$ cat src/rtl/asb_pkg.sv
package asb_pkg;
  localparam int SAMPLE_W = 8;
  localparam int OUT_W    = 2 * SAMPLE_W;
  localparam int DUP_W    = 2;

  // Zero-extend on the right: byte becomes the upper half.
  function automatic logic [OUT_W-1:0] widen_sample(input logic [SAMPLE_W-1:0] b);
    return {b, {(OUT_W - SAMPLE_W){1'b0}}};
  endfunction

  // Number of extra repeats after the first output of a byte.
  function automatic logic [DUP_W-1:0] extra_repeats(input logic [DUP_W-1:0] sel);
    return sel;
  endfunction

  // Hysteresis update of the request flag at the half-full mark.
  function automatic logic sreq_update(input logic cur, input logic at_mark,
                                       input logic grow, input logic shrink);
    logic nxt;
    nxt = cur;
    if (at_mark && shrink) nxt = 1'b1;
    else if (at_mark && grow) nxt = 1'b0;
    return nxt;
  endfunction
endpackage

$ cat src/rtl/asb_fifo.sv
module asb_fifo
  import asb_pkg::*;
#(
  parameter int DEPTH = 8,
  localparam int PW = (DEPTH > 1) ? $clog2(DEPTH) : 1,
  localparam int LW = $clog2(DEPTH + 1)
) (
  input  logic                clk,
  input  logic                rst_n,
  input  logic                push,
  input  logic                pop,
  input  logic [SAMPLE_W-1:0] wdata,
  output logic [SAMPLE_W-1:0] rdata,
  output logic                push_ok,
  output logic                full,
  output logic                empty,
  output logic [LW-1:0]       level
);
  logic [SAMPLE_W-1:0] mem [DEPTH];
  logic [PW-1:0] wptr, rptr;
  logic pop_ok;

  function automatic logic [PW-1:0] bump(input logic [PW-1:0] p);
    return (p == PW'(DEPTH - 1)) ? '0 : p + 1'b1;
  endfunction

  assign full    = (level == LW'(DEPTH));
  assign empty   = (level == '0);
  assign push_ok = push && !full;
  assign pop_ok  = pop && !empty;
  assign rdata   = mem[rptr];

  always_ff @(posedge clk) begin
    if (push_ok) mem[wptr] <= wdata;
  end

  always_ff @(posedge clk) begin
    if (!rst_n) begin
      wptr  <= '0;
      rptr  <= '0;
      level <= '0;
    end else begin
      if (push_ok) wptr <= bump(wptr);
      if (pop_ok)  rptr <= bump(rptr);
      case ({push_ok, pop_ok})
        2'b10:   level <= level + 1'b1;
        2'b01:   level <= level - 1'b1;
        default: level <= level;
      endcase
    end
  end
endmodule

$ cat src/rtl/asb_repeater.sv
module asb_repeater
  import asb_pkg::*;
(
  input  logic                clk,
  input  logic                rst_n,
  input  logic                rd_req,
  input  logic [DUP_W-1:0]    dup_sel,
  input  logic                empty,
  input  logic [SAMPLE_W-1:0] head,
  output logic                pop,
  output logic                starve,
  output logic [OUT_W-1:0]    samp_out
);
  logic [DUP_W-1:0] left;
  logic fetch;

  assign fetch  = rd_req && (left == '0);
  assign pop    = fetch && !empty;
  assign starve = fetch && empty;

  always_ff @(posedge clk) begin
    if (!rst_n) begin
      left     <= '0;
      samp_out <= '0;
    end else if (pop) begin
      samp_out <= widen_sample(head);
      left     <= extra_repeats(dup_sel);
    end else if (rd_req && !fetch) begin
      left <= left - 1'b1;
    end
  end
endmodule

$ cat src/rtl/asb_flags.sv
module asb_flags #(
  parameter int DEPTH = 8,
  parameter int HYST  = 4,
  localparam int LW = $clog2(DEPTH + 1)
) (
  input  logic          clk,
  input  logic          rst_n,
  input  logic [LW-1:0] level,
  input  logic          push_ok,
  input  logic          pop,
  input  logic          starve,
  input  logic          underrun_clr,
  input  logic          req_ie,
  input  logic          urun_ie,
  output logic          samp_req,
  output logic          underrun,
  output logic          busy,
  output logic          irq
);
  logic at_mark, grow, shrink;

  assign at_mark = (level == LW'(HYST));
  assign grow    = push_ok && !pop;
  assign shrink  = pop && !push_ok;

  always_ff @(posedge clk) begin
    if (!rst_n) begin
      samp_req <= 1'b1;
      underrun <= 1'b0;
    end else begin
      samp_req <= asb_pkg::sreq_update(samp_req, at_mark, grow, shrink);
      if (starve) underrun <= 1'b1;
      else if (underrun_clr) underrun <= 1'b0;
    end
  end

  assign busy = (level == LW'(DEPTH));
  assign irq  = (samp_req && req_ie) || (underrun && urun_ie);
endmodule

$ cat src/rtl/audio_sample_buffer.sv
module audio_sample_buffer
  import asb_pkg::*;
#(
  parameter int DEPTH = 8,
  parameter int HYST  = 4
) (
  input  logic                clk,
  input  logic                rst_n,
  input  logic                wr_en,
  input  logic [SAMPLE_W-1:0] wr_byte,
  input  logic                rd_req,
  input  logic [DUP_W-1:0]    dup_sel,
  input  logic                underrun_clr,
  input  logic                req_ie,
  input  logic                urun_ie,
  output logic [OUT_W-1:0]    samp_out,
  output logic                samp_req,
  output logic                underrun,
  output logic                busy,
  output logic                irq
);
  localparam int LW = $clog2(DEPTH + 1);

  logic [SAMPLE_W-1:0] head;
  logic [LW-1:0]       level;
  logic push_ok, full, empty, pop, starve;

  asb_fifo #(.DEPTH(DEPTH)) u_fifo (
    .clk(clk), .rst_n(rst_n), .push(wr_en), .pop(pop), .wdata(wr_byte),
    .rdata(head), .push_ok(push_ok), .full(full), .empty(empty), .level(level)
  );

  asb_repeater u_rep (
    .clk(clk), .rst_n(rst_n), .rd_req(rd_req), .dup_sel(dup_sel),
    .empty(empty), .head(head), .pop(pop), .starve(starve), .samp_out(samp_out)
  );

  asb_flags #(.DEPTH(DEPTH), .HYST(HYST)) u_flags (
    .clk(clk), .rst_n(rst_n), .level(level), .push_ok(push_ok), .pop(pop),
    .starve(starve), .underrun_clr(underrun_clr), .req_ie(req_ie),
    .urun_ie(urun_ie), .samp_req(samp_req), .underrun(underrun),
    .busy(busy), .irq(irq)
  );
endmodule

$ cat config.mk
export PLATFORM = sky130hd
export DESIGN_NAME = audio_sample_buffer
export DESIGN_NICKNAME = d
export VERILOG_FILES = /design/src/rtl/asb_pkg.sv /design/src/rtl/asb_fifo.sv /design/src/rtl/asb_repeater.sv /design/src/rtl/asb_flags.sv /design/src/rtl/audio_sample_buffer.sv
export SDC_FILE = /design/constraint.sdc
export NUM_CORES = 1
export LEC_CHECK = 0
export BUFFER_PORTS_ARGS = -buffer_cell sky130_fd_sc_hd__buf_2
export CORE_UTILIZATION = 51
export CTS_BUF_LIST = sky130_fd_sc_hd__clkbuf_4
export DETAILED_ROUTE_END_ITERATION = 10
export PLACE_DENSITY = 0.69
export SYNTH_ARGS = -nofsm -noshare
export SYNTH_HDL_FRONTEND = slang
export SYNTH_HIERARCHICAL = 1
export SYNTH_SLANG_ARGS = --single-unit
$ cat constraint.sdc
create_clock -name clk -period 4.1 [get_ports clk]
set_clock_uncertainty 0.15 [all_clocks]
set_input_delay 0.205 -clock clk [delete_from_list [all_inputs] [get_ports clk]]
set_output_delay 0.205 -clock clk [all_outputs]
set_load 0.05 [all_outputs]
==> metrics <==
layout cells sized above 1 between 20% and 30%; n_diodes 0; Initial DRC Count between 100 and 150; Slew HR between 30 and 40%; commonest non-fill, non-tap cell in the layout edfxtp_1; Critical Path AT approximately 3.5 ns; Num CTS Buffers 9; Routed WL per cell about 17 µm; row cnt 31; initial antenna violation count 0; IO Pins 37; Post-DRT Antenna Nets 0; # DRC 0; Yosys warnings 6; CP startpoint kind flip-flop; WP data required 4.33 ns; area delta synth->final 12.6%; Peak VDD IR 185 µV; CTS resizes 0; max cap viols 0; Pwr Density 448 nW/µm²; Hold Path Class in -> reg; vias in the first global route around 1,900; final net count 311; dpl hpwl 4130 µm; crit-path max FO 11; Avg Cell Area, Syn 16.1 µm²; minimum clock period between 3 and 4 ns; Total GRT Usage approximately 18%; via count 2,069; Fmax 0.305 GHz; CTS Root Cell clkbuf_4; Non-Filler Instances 390; placed cells ~360; Setup violations, final 0; Max Slew Vio Count 0; die extent in x a little under 90 µm; Slew @ Worst Pin between 0.9 and 1 ns; Sink Count between 80 and 90; Clock Latency Late Sink ~0.44 ns; Starting Density 52.5%; unrepaired setup endpoints after global routing no; classification of the worst setup path reg -> reg; I/O Buffers 28; H-tree depth 3; status finished clean; core area between 7000 and 8000 µm²; WP buf/inv 3; GPL Wtd Cong around 0.75; Pre-Repair DR Iteration Count 4; final setup margin between 0.8 and 0.9 ns; WHS 0.228 ns; leak pwr approximately 1.6 nW; Fin. Hold Viols 0; Largest stage delay, worst path approximately 0.55 ns; clock-pin slew on the worst setup and hold paths approximately 0.13 ns; first-pass GRT wire length just under 10,000 µm; worst slack, placed approximately 0.8 ns; Max clock buf depth 2; CP delay by family, top simple AND/OR/NAND/NOR gates; TNS Setup 0 ns; most frequent cells in the layout 64 x edfxtp_1, 28 x buf_2, 25 x dfxtp_1, 16 x mux4_1, 15 x dlygate4sd3_1; cell count after synthesis roughly 240; CTS tree built; crit-path cells nor4_1 > nand3b_1 > buf_4 > inv_1 > o41ai_2 > inv_1 > ha_1 > xor2_1 > ha_1 > a21oi_1 > xor2_1 > or3_1 > a21boi_0; critical path endpoint category flip-flop; Post-Syn Area 3810 µm²; largest net degree at the start of global routing 24; post-CTS setup buffer count 0; Total Die Area 7820 µm²; Tcrit/Tclk final between 80% and 90%; CP max-delay cell nor4_1; via/cell ratio ~5.3; Die H between 80 and 90 µm; fin util between 50% and 60%; GRT overflow 0; WL final approximately 6500 µm
==> flip-flops by register name, summed over array words and instances, names as in the netlist, named ones only <==
| signal | count |
|---|---|
| u_flags/samp_req | 1 |
| u_fifo/wptr | 3 |
| u_fifo/level | 4 |
| u_rep/left | 2 |
| u_fifo/mem | 64 |
| u_fifo/rptr | 3 |
| u_rep/samp_out | 8 |
| u_flags/underrun | 1 |
==> repair_timing <==
item                       CTS  global route
hold buffers                15             0
hold endpoints to repair    68             0
setup endpoints to repair    0             0
==> worst register-to-register path: cells and delay by family, from the launching register on <==
family          cells  cell delay, ns
flops               1            0.45
xor+xnor            2            0.25
compound gates      3            0.40
buf+inv             3            0.47
simple gates        3            1.03
fa+ha+maj           2            0.48
==> layer usage <==
layer / routed length, µm / global-route usage [%]
met5: 0 / 0
met4: 102 / 9.68
met3: 284 / 5.22
met2: 3170 / 31.0
met1: 2930 / 21.1
==> worst paths after layout <==
kind | startpoint | to | slack (ns) | cells after the start
setup / recovery | u_fifo/level[1] | u_fifo/level[2] | 0.82 | 13
hold / removal | wr_en | u_fifo/wptr[0] | 0.23 | 4
setup reg to reg | u_fifo/level[1] | u_fifo/level[2] | 0.82 | 13
hold reg to reg | u_rep/samp_out[9] | u_rep/samp_out[9] | 0.39 | 2
==> power by group <==
group | internal (mW) | total, mW | switching, mW
logic | 0.175 | 0.401 | 0.225
registers | 1.02 | 1.08 | 0.0598
clock network | 0.140 | 0.447 | 0.308
total | 1.33 | 1.92 | 0.593
==> area by class of cell <==
type | count | area (µm²)
multi-input combinational | 131 | 1260
clock buffer | 10 | 75.1
tap | 99 | 124
clock inverter | 6 | 53.8
fill | 593 | 2960
sequential | 89 | 2420
timing repair buffer | 49 | 335
inverter | 6 | 22.5
==> stage by stage <==
| step | instance area, µm² | total power, mW |
|---|---|---|
| after floorplan | 3840 | 1.41 |
| after global placement | 4010 | 1.47 |
| after detailed placement | 4010 | 1.48 |
| after CTS | 4290 | 1.94 |
| after global routing | 4290 | 2.02 |
| final | 4290 | 1.92 |
Power figures use the tool's default switching activity.
